$ cat src/rtl/bitfix_pkg.sv
package bitfix_pkg;

  typedef enum logic [2:0] {
    SQ_IDLE   = 3'd0,
    SQ_EVAL   = 3'd1,
    SQ_READ   = 3'd2,
    SQ_WAIT   = 3'd3,
    SQ_WRITE  = 3'd4,
    SQ_FINISH = 3'd5
  } seq_state_t;

  localparam int ST_DONE  = 0;
  localparam int ST_UNCOR = 1;
  localparam int ST_INVAL = 2;
  localparam int ST_W     = 3;

endpackage

$ cat src/rtl/bitfix_map.sv
module bitfix_map #(
  parameter int WORDS = 264,
  parameter int WW    = 16,
  parameter int LOCW  = 13,
  localparam int AW    = $clog2(WORDS),
  localparam int BW    = $clog2(WW),
  localparam int NBITS = WORDS * WW
) (
  input  logic            clk,
  input  logic            rst_n,
  input  logic [LOCW-1:0] loc_i,
  output logic            ok_o,
  output logic [AW-1:0]   addr_o,
  output logic [WW-1:0]   mask_o
);

  logic [BW-1:0] bit_idx;
  logic [AW-1:0] word_from_lsb;

  assign ok_o          = (loc_i < LOCW'(NBITS));
  assign word_from_lsb = AW'(loc_i >> BW);
  assign addr_o        = AW'(WORDS - 1) - word_from_lsb;
  assign bit_idx       = loc_i[BW-1:0] ^ BW'(WW / 2);

  for (genvar j = 0; j < WW; j++) begin : g_mask
    assign mask_o[j] = (bit_idx == BW'(j));
  end

  AST_MAP_IN_RANGE: assert property (@(posedge clk) disable iff (!rst_n)
    ok_o |-> (addr_o < AW'(WORDS)));

  AST_MASK_ONE_HOT: assert property (@(posedge clk) disable iff (!rst_n)
    $countones(mask_o) == 1);

endmodule

$ cat src/rtl/bitfix_ctrl.sv
module bitfix_ctrl
  import bitfix_pkg::*;
#(
  parameter int WORDS  = 264,
  parameter int WW     = 16,
  parameter int LOCW   = 13,
  parameter int MAXERR = 8,
  parameter int CNTW   = 5,
  localparam int AW   = $clog2(WORDS),
  localparam int SELW = $clog2(MAXERR),
  localparam int LVW  = MAXERR * LOCW
) (
  input  logic            clk,
  input  logic            rst_n,
  input  logic            start_i,
  input  logic            correctable_i,
  input  logic [CNTW-1:0] err_cnt_i,
  input  logic [LVW-1:0]  loc_i,
  output logic [LOCW-1:0] cur_loc_o,
  input  logic            map_ok_i,
  input  logic [AW-1:0]   map_addr_i,
  input  logic [WW-1:0]   map_mask_i,
  output logic            ram_en_o,
  output logic            ram_we_o,
  output logic [AW-1:0]   ram_addr_o,
  output logic [WW-1:0]   ram_wdata_o,
  input  logic [WW-1:0]   ram_rdata_i,
  output logic            busy_o,
  output logic            fin_o,
  output logic            fin_uncor_o,
  output logic            fin_inval_o
);

  seq_state_t      st_q, st_d;
  logic [CNTW-1:0] cnt_q, cnt_d;
  logic [CNTW-1:0] idx_q, idx_d;
  logic            corr_q, corr_d;
  logic [LVW-1:0]  loc_q, loc_d;
  logic [WW-1:0]   dat_q, dat_d;
  logic            unc_q, unc_d;
  logic            inv_q, inv_d;
  logic            cap_en;
  logic            dat_en;
  logic            idx_en;
  logic            flag_en;
  logic [LOCW-1:0] loc_arr [MAXERR];

  for (genvar k = 0; k < MAXERR; k++) begin : g_unpack
    assign loc_arr[k] = loc_q[k*LOCW +: LOCW];
  end

  assign cur_loc_o = loc_arr[idx_q[SELW-1:0]];

  always_comb begin
    st_d     = st_q;
    cnt_d    = err_cnt_i;
    corr_d   = correctable_i;
    loc_d    = loc_i;
    dat_d    = ram_rdata_i;
    idx_d    = idx_q;
    unc_d    = unc_q;
    inv_d    = inv_q;
    cap_en   = 1'b0;
    dat_en   = 1'b0;
    idx_en   = 1'b0;
    flag_en  = 1'b0;
    ram_en_o = 1'b0;
    ram_we_o = 1'b0;
    unique case (st_q)
      SQ_IDLE: begin
        if (start_i) begin
          cap_en  = 1'b1;
          idx_en  = 1'b1;
          flag_en = 1'b1;
          idx_d   = '0;
          unc_d   = 1'b0;
          inv_d   = 1'b0;
          st_d    = SQ_EVAL;
        end
      end
      SQ_EVAL: begin
        if (!corr_q) begin
          flag_en = 1'b1;
          unc_d   = 1'b1;
          st_d    = SQ_FINISH;
        end else if (cnt_q > CNTW'(MAXERR)) begin
          flag_en = 1'b1;
          inv_d   = 1'b1;
          st_d    = SQ_FINISH;
        end else if (idx_q == cnt_q) begin
          st_d = SQ_FINISH;
        end else if (!map_ok_i) begin
          flag_en = 1'b1;
          inv_d   = 1'b1;
          st_d    = SQ_FINISH;
        end else begin
          st_d = SQ_READ;
        end
      end
      SQ_READ: begin
        ram_en_o = 1'b1;
        st_d     = SQ_WAIT;
      end
      SQ_WAIT: begin
        dat_en = 1'b1;
        st_d   = SQ_WRITE;
      end
      SQ_WRITE: begin
        ram_en_o = 1'b1;
        ram_we_o = 1'b1;
        idx_en   = 1'b1;
        idx_d    = idx_q + CNTW'(1);
        st_d     = SQ_EVAL;
      end
      SQ_FINISH: begin
        st_d = SQ_IDLE;
      end
      default: begin
        st_d = SQ_IDLE;
      end
    endcase
  end

  always_ff @(posedge clk or negedge rst_n) begin
    if (!rst_n) begin
      st_q   <= SQ_IDLE;
      cnt_q  <= '0;
      corr_q <= 1'b0;
      loc_q  <= '0;
      dat_q  <= '0;
      idx_q  <= '0;
      unc_q  <= 1'b0;
      inv_q  <= 1'b0;
    end else begin
      st_q <= st_d;
      if (cap_en) begin
        cnt_q  <= cnt_d;
        corr_q <= corr_d;
        loc_q  <= loc_d;
      end
      if (dat_en) begin
        dat_q <= dat_d;
      end
      if (idx_en) begin
        idx_q <= idx_d;
      end
      if (flag_en) begin
        unc_q <= unc_d;
        inv_q <= inv_d;
      end
    end
  end

  assign ram_addr_o  = map_addr_i;
  assign ram_wdata_o = dat_q ^ map_mask_i;
  assign busy_o      = (st_q != SQ_IDLE);
  assign fin_o       = (st_q == SQ_FINISH);
  assign fin_uncor_o = unc_q;
  assign fin_inval_o = inv_q;

  AST_RMW_SAME_WORD: assert property (@(posedge clk) disable iff (!rst_n)
    (ram_en_o && ram_we_o) |->
      ($past(ram_en_o && !ram_we_o, 2) && ($past(ram_addr_o, 2) == ram_addr_o)));

  AST_SINGLE_BIT_FLIP: assert property (@(posedge clk) disable iff (!rst_n)
    (ram_en_o && ram_we_o) |-> ($countones(ram_wdata_o ^ dat_q) == 1));

  AST_NO_ACCESS_UNCOR: assert property (@(posedge clk) disable iff (!rst_n)
    ram_en_o |-> corr_q);

  AST_BUSY_AFTER_START: assert property (@(posedge clk) disable iff (!rst_n)
    (start_i && !busy_o) |=> busy_o);

  AST_ADDR_IN_BUFFER: assert property (@(posedge clk) disable iff (!rst_n)
    ram_en_o |-> (ram_addr_o < AW'(WORDS)));

endmodule

$ cat src/rtl/bitfix_irq.sv
module bitfix_irq
  import bitfix_pkg::*;
(
  input  logic            clk,
  input  logic            rst_n,
  input  logic            fin_i,
  input  logic            fin_uncor_i,
  input  logic            fin_inval_i,
  input  logic [ST_W-1:0] clr_i,
  input  logic            irq_en_i,
  output logic [ST_W-1:0] stat_o,
  output logic            irq_o
);

  logic [ST_W-1:0] stat_q, stat_d, set_v;
  logic            stat_en;

  always_comb begin
    set_v           = '0;
    set_v[ST_DONE]  = fin_i;
    set_v[ST_UNCOR] = fin_i & fin_uncor_i;
    set_v[ST_INVAL] = fin_i & fin_inval_i;
    stat_en         = fin_i | (|clr_i);
    stat_d          = (stat_q & ~clr_i) | set_v;
  end

  always_ff @(posedge clk or negedge rst_n) begin
    if (!rst_n) begin
      stat_q <= '0;
    end else if (stat_en) begin
      stat_q <= stat_d;
    end
  end

  assign stat_o = stat_q;
  assign irq_o  = stat_q[ST_DONE] & irq_en_i;

  AST_CLEAR_TAKES: assert property (@(posedge clk) disable iff (!rst_n)
    (clr_i[ST_DONE] && !fin_i) |=> !stat_o[ST_DONE]);

  AST_SET_WINS: assert property (@(posedge clk) disable iff (!rst_n)
    fin_i |=> stat_o[ST_DONE]);

endmodule

$ cat src/rtl/nand_bitfix_seq.sv
module nand_bitfix_seq
  import bitfix_pkg::*;
#(
  parameter int WORDS  = 264,
  parameter int WW     = 16,
  parameter int LOCW   = 13,
  parameter int MAXERR = 8,
  parameter int CNTW   = 5,
  localparam int AW  = $clog2(WORDS),
  localparam int LVW = MAXERR * LOCW
) (
  input  logic            clk,
  input  logic            rst_n,
  input  logic            start_i,
  input  logic            correctable_i,
  input  logic [CNTW-1:0] err_cnt_i,
  input  logic [LVW-1:0]  loc_i,
  input  logic            irq_en_i,
  input  logic [ST_W-1:0] stat_clr_i,
  output logic            ram_en_o,
  output logic            ram_we_o,
  output logic [AW-1:0]   ram_addr_o,
  output logic [WW-1:0]   ram_wdata_o,
  input  logic [WW-1:0]   ram_rdata_i,
  output logic            busy_o,
  output logic [ST_W-1:0] stat_o,
  output logic            irq_o
);

  logic [LOCW-1:0] cur_loc;
  logic            map_ok;
  logic [AW-1:0]   map_addr;
  logic [WW-1:0]   map_mask;
  logic            fin, fin_uncor, fin_inval;

  bitfix_map #(.WORDS(WORDS), .WW(WW), .LOCW(LOCW)) u_map (
    .clk    (clk),
    .rst_n  (rst_n),
    .loc_i  (cur_loc),
    .ok_o   (map_ok),
    .addr_o (map_addr),
    .mask_o (map_mask)
  );

  bitfix_ctrl #(.WORDS(WORDS), .WW(WW), .LOCW(LOCW), .MAXERR(MAXERR), .CNTW(CNTW)) u_ctrl (
    .clk           (clk),
    .rst_n         (rst_n),
    .start_i       (start_i),
    .correctable_i (correctable_i),
    .err_cnt_i     (err_cnt_i),
    .loc_i         (loc_i),
    .cur_loc_o     (cur_loc),
    .map_ok_i      (map_ok),
    .map_addr_i    (map_addr),
    .map_mask_i    (map_mask),
    .ram_en_o      (ram_en_o),
    .ram_we_o      (ram_we_o),
    .ram_addr_o    (ram_addr_o),
    .ram_wdata_o   (ram_wdata_o),
    .ram_rdata_i   (ram_rdata_i),
    .busy_o        (busy_o),
    .fin_o         (fin),
    .fin_uncor_o   (fin_uncor),
    .fin_inval_o   (fin_inval)
  );

  bitfix_irq u_irq (
    .clk         (clk),
    .rst_n       (rst_n),
    .fin_i       (fin),
    .fin_uncor_i (fin_uncor),
    .fin_inval_i (fin_inval),
    .clr_i       (stat_clr_i),
    .irq_en_i    (irq_en_i),
    .stat_o      (stat_o),
    .irq_o       (irq_o)
  );

  AST_IDLE_NO_ACCESS: assert property (@(posedge clk) disable iff (!rst_n)
    !busy_o |-> !ram_en_o);

endmodule

$ cat config.mk
export PLATFORM = sky130hd
export DESIGN_NAME = nand_bitfix_seq
export DESIGN_NICKNAME = d
export VERILOG_FILES = /design/src/rtl/bitfix_pkg.sv /design/src/rtl/bitfix_map.sv /design/src/rtl/bitfix_ctrl.sv /design/src/rtl/bitfix_irq.sv /design/src/rtl/nand_bitfix_seq.sv
export SDC_FILE = /design/constraint.sdc
export NUM_CORES = 1
export LEC_CHECK = 0
export ABC_AREA = 1
export BUFFER_PORTS_ARGS = -buffer_cell sky130_fd_sc_hd__buf_2
export CAP_MARGIN = 20
export CORE_ASPECT_RATIO = 1.5
export CORE_MARGIN = 8
export CORE_UTILIZATION = 54
export CTS_CLUSTER_SIZE = 14
export DETAILED_ROUTE_END_ITERATION = 7
export PLACE_DENSITY = 0.84
export SYNTH_ARGS = -nofsm -noshare
export SYNTH_HDL_FRONTEND = slang
export SYNTH_SLANG_ARGS = --single-unit
export TNS_END_PERCENT = 30
$ cat constraint.sdc
create_clock -name clk -period 4 [get_ports clk]
set_input_delay 0.6 -clock clk [delete_from_list [all_inputs] [get_ports clk]]
set_output_delay 0.6 -clock clk [all_outputs]
set_load 0.05 [all_outputs]
==> summary.md <==
| Metric | Value |
|---|---|
| Logic pwr share | `0.541` |
| Period utilization | `0.8745` |
| Mux cell area share after synthesis | `0.1037` |
| RR Endpoint | `u_ctrl.st_q[2]$_DFFE_PN0P_` |
| Most common cell after layout, fill and taps aside | `buf_2` |
| Max VDD drop | `0.5462 mV` |
| Skew-Pair Late Insertion Delay | `0.42 ns` |
| Via density per instance | `~5.3` |
| Distinct cells, synth | `35` |
| Htree depth | `4` |
| Pins Over Slew Limit | `0` |
| Post_cts resized | `0` |
| Crit-path slowest cell | `inv_1` |
| Crit start category | `flip-flop` |
| First-pass GRT wire length | `28.64 mm` |
| TNS Setup | `0 ns` |
| Hpwl dp | `12.55 mm` |
| Num rows | `50` |
| Cts hold-fix bufs | `0` |
| Setup CP Type | `reg2out` |
| Max incr delay on CP | `approximately 0.77 ns` |
| Data required time of the critical path | `3.40 ns` |
| Fmax | `0.2859 GHz` |
| Dpl cells | `approximately 1,000` |
| Clock buffer count from CTS | `17` |
| FILL cells | `1,016` |
| Synth Area in XOR/XNOR | `0.03641` |
| Overall global routing resource usage | `0.2209` |
| R2R Path Start | `u_ctrl.idx_q[2]$_DFFE_PN0P_` |
| Root buf cell | `clkbuf_16` |
| Most frequent CP cell | `inv_1` |
| CP Max Fanout | `24` |
| Syn nets | `between 800 and 900` |
| Buf/Inv on CP | `3` |
| TritonRoute pass-1 iters | `5` |
| Switching share of total power | `0.4830` |
| WL per Instance | `17.00 um` |
| Pre-CTS setup slack | `0.9809 ns` |
| Unrepaired setup endpoints after global routing | `false` |
| Port Buf Inserts | `approximately 160` |
| Drt initial violations | `435` |
| Avg Cell Area, Syn | `around 9.4 um2` |
| Largest family of logic cells by synthesized area | `compound AO/OA/AOI/OAI gates` |
| Routability congestion estimate | `roughly 0.82` |
| R2R Setup Slk | `1.43 ns` |
| Fin Hold WS | `0.2755 ns` |
| Clock Skews | `0.008397 ns` |
| Met3 GRT Util | `0.05481` |
| DRC viols | `0` |
| Worst hold-check path type | `in2async` |
| Clk pwr share | `0.180` |
| Cells after synthesis | `728` |
| Net Switching | `0.004298 W` |
| Cell Area, Synth | `6839 um2` |
| Number of global-route vias before repair | `slightly below 6,000` |
| Initial Util | `0.5493` |
| Synth Area in Simple Gates | `0.1290` |
| Compound-gate portion of the synthesized area | `0.1304` |
| Final Instance Count excl. Fillers | `1,050` |
| CP Capture Type | `output port` |
| Routed WL | `17.85 mm` |
| Initial antenna violation count | `5` |
| CP arrival | `2.90 ns` |
| Delay-heaviest family, CP | `buffers and inverters` |
| Headroom to the max-slew limit | `0.3475` |
| GR Util met2 | `0.3604` |
| Clk sink count | `139` |
| Sequential cell fraction of total power | `0.279` |
| CTS tree | `done` |
| Post-synthesis sequential area ratio | `0.5086` |
| Worst slew pin tran | `0.9776 ns` |
| FF+latch count, synth | `~140` |
| Layout cell share with drive strength beyond 1 | `0.3296` |
| Core ar. | `12,450 um2` |
| Total setup buffers inserted after CTS | `0` |
| Final nets | `between 1,000 and 1,500` |
| Grt total ovfl | `0` |
| Static leakage | `4.028 nW` |
| Final hold viol count | `0` |
| R2R cell count | `9` |
| Die width | `107.9 um` |
| Cell-internal power | `about 0.0046 W` |
| Ports | `165` |
| DRT antenna net count | `0` |
| Met1 GRT Util | `0.2557` |
| Largest net degree at the start of global routing | `177` |
| Die area | `between 15,000 and 20,000 um2` |
| Clock buffer depth | `2` |
| Most frequent cells in the layout | `buf_2 (163), nand2_1 (148), dfrtp_1 (138), inv_1 (85), o21ai_0 (74)` |
| Clock-pin slew on the worst setup and hold paths | `0.06 ns` |
| GR peak layer | `met2` |
| Max_cap viols | `0` |
| Vias | `5,590` |
| Final min period | `3.498 ns` |
| Setup violators final | `0` |
| Adder-Cell Fraction of Synth Area | `0.003659` |
| YS warnings | `0` |
| Cell chain of the critical path | `inv_1 > nand2_1 > o21ai_1 > inv_1 > ha_1 > nand3_1 > xnor2_1 > buf_2` |
| Fin worst setup slack | `0.5022 ns` |
| Status | `finished, final reports clean` |
| Area growth syn-to-layout | `21.13%` |
| Die Span Y | `153.8 um` |
| Pwr per Cell Area | `1074 nW/um2` |
==> flip-flops by register name, summed over array words and instances (netlist names) <==
| register | flops |
|---|---|
| u_ctrl.idx_q | 5 |
| u_ctrl.fin_uncor_o | 1 |
| u_ctrl.dat_q | 16 |
| u_ctrl.fin_inval_o | 1 |
| u_irq.stat_o | 3 |
| u_ctrl.cnt_q | 5 |
| u_ctrl.st_q | 3 |
| u_ctrl.loc_q | 104 |
| u_ctrl.corr_q | 1 |
==> cell type report <==
| class | count | area (um2) | share of cell area |
|---|---|---|---|
| timing repair buffer | 169 | 877.1 | 0.1059 |
| tap | 156 | 195.2 | 0.02356 |
| sequential | 139 | 3480 | 0.4200 |
| inverter | 93 | 351.6 | 0.04244 |
| multi-input combinational | 457 | 2758 | 0.3329 |
| clock inverter | 11 | 143.9 | 0.01737 |
| antenna | 5 | 12.51 | 0.001510 |
| clock buffer | 20 | 466.7 | 0.05634 |
==> kinds of logic after synthesis <==
family                   count (synthesis)
AND/OR/NAND/NOR                        203
AO/OA/AOI/OAI                          164
flip-flops                             139
buffers and inverters                  132
multiplexers                            63
XOR/XNOR                                25
adder cells (fa/ha/maj)                  2
==> per-layer routing <==
metal,vias up,part of all wire,wire length [um]
li1,2662,-,-
met5,-,0,0
met1,2687,0.39,6919
met4,0,0.035,623
met3,37,0.059,1057
met2,204,0.52,9244
==> worst register-to-register path, stage by stage, from the launching register on <==
cell     delay (ns)
dfrtp_1        0.50
inv_1          0.77
o21ai_1        0.34
inv_1          0.13
ha_1           0.21
nand4_1        0.18
nand2_1        0.10
nand2_1        0.07
nand2_1        0.08
nand2_1        0.05
==> worst max path at each step <==
stage	startpoint	end	cells past startpoint
3_5_place_dp	u_ctrl.idx_q[2]$_DFFE_PN0P_	ram_addr_o[7]	8
6_report	u_ctrl.idx_q[2]$_DFFE_PN0P_	ram_addr_o[7]	8
3_3_place_gp	u_ctrl.idx_q[2]$_DFFE_PN0P_	ram_addr_o[7]	8
2_1_floorplan	u_ctrl.idx_q[0]$_DFFE_PN0P_	ram_addr_o[5]	9
4_1_cts	u_ctrl.idx_q[2]$_DFFE_PN0P_	ram_addr_o[7]	8
5_1_grt	u_ctrl.idx_q[2]$_DFFE_PN0P_	ram_addr_o[7]	8
==> Yosys cell counts, drive strengths merged <==
master  instances  share of area
a221oi          3         0.0038
a31oi           3         0.0027
nand3          27          0.020
o211ai          1         0.0011
xnor2          18          0.027
buf            31          0.032
mux2           63           0.10
o21a            1         0.0022
nor2           19          0.020
nand2         153          0.086
o32ai           1         0.0013
a21oi          41          0.031
nand4           2         0.0018
ha              2         0.0037
o21ai         109          0.084
xor2            7         0.0090
inv            93          0.051
nor3            2         0.0015
o22ai           5         0.0046
dfrtp         139           0.51
clkbuf          8         0.0044
==> power groups by stage <==
stage	sequential, W	combinational [W]	clock (W)
3_5_place_dp	0.00248	0.00478	0
5_1_grt	0.00255	0.00522	0.00168
6_report	0.00248	0.00481	0.00160
2_1_floorplan	0.00240	0.00386	0
3_3_place_gp	0.00245	0.00467	0
4_1_cts	0.00247	0.00482	0.00162
==> stage by stage <==
stage | power, W | utilization | instance area [um2]
final | 0.008898 | 0.6654 | 8284
after global routing | 0.009452 | 0.6654 | 8284
after CTS | 0.008911 | 0.6644 | 8272
after detailed placement | 0.007260 | 0.6154 | 7661
after global placement | 0.007130 | 0.6154 | 7661
after floorplan | 0.006264 | - | 6839
No activity file was read; power rests on OpenSTA's default activity.
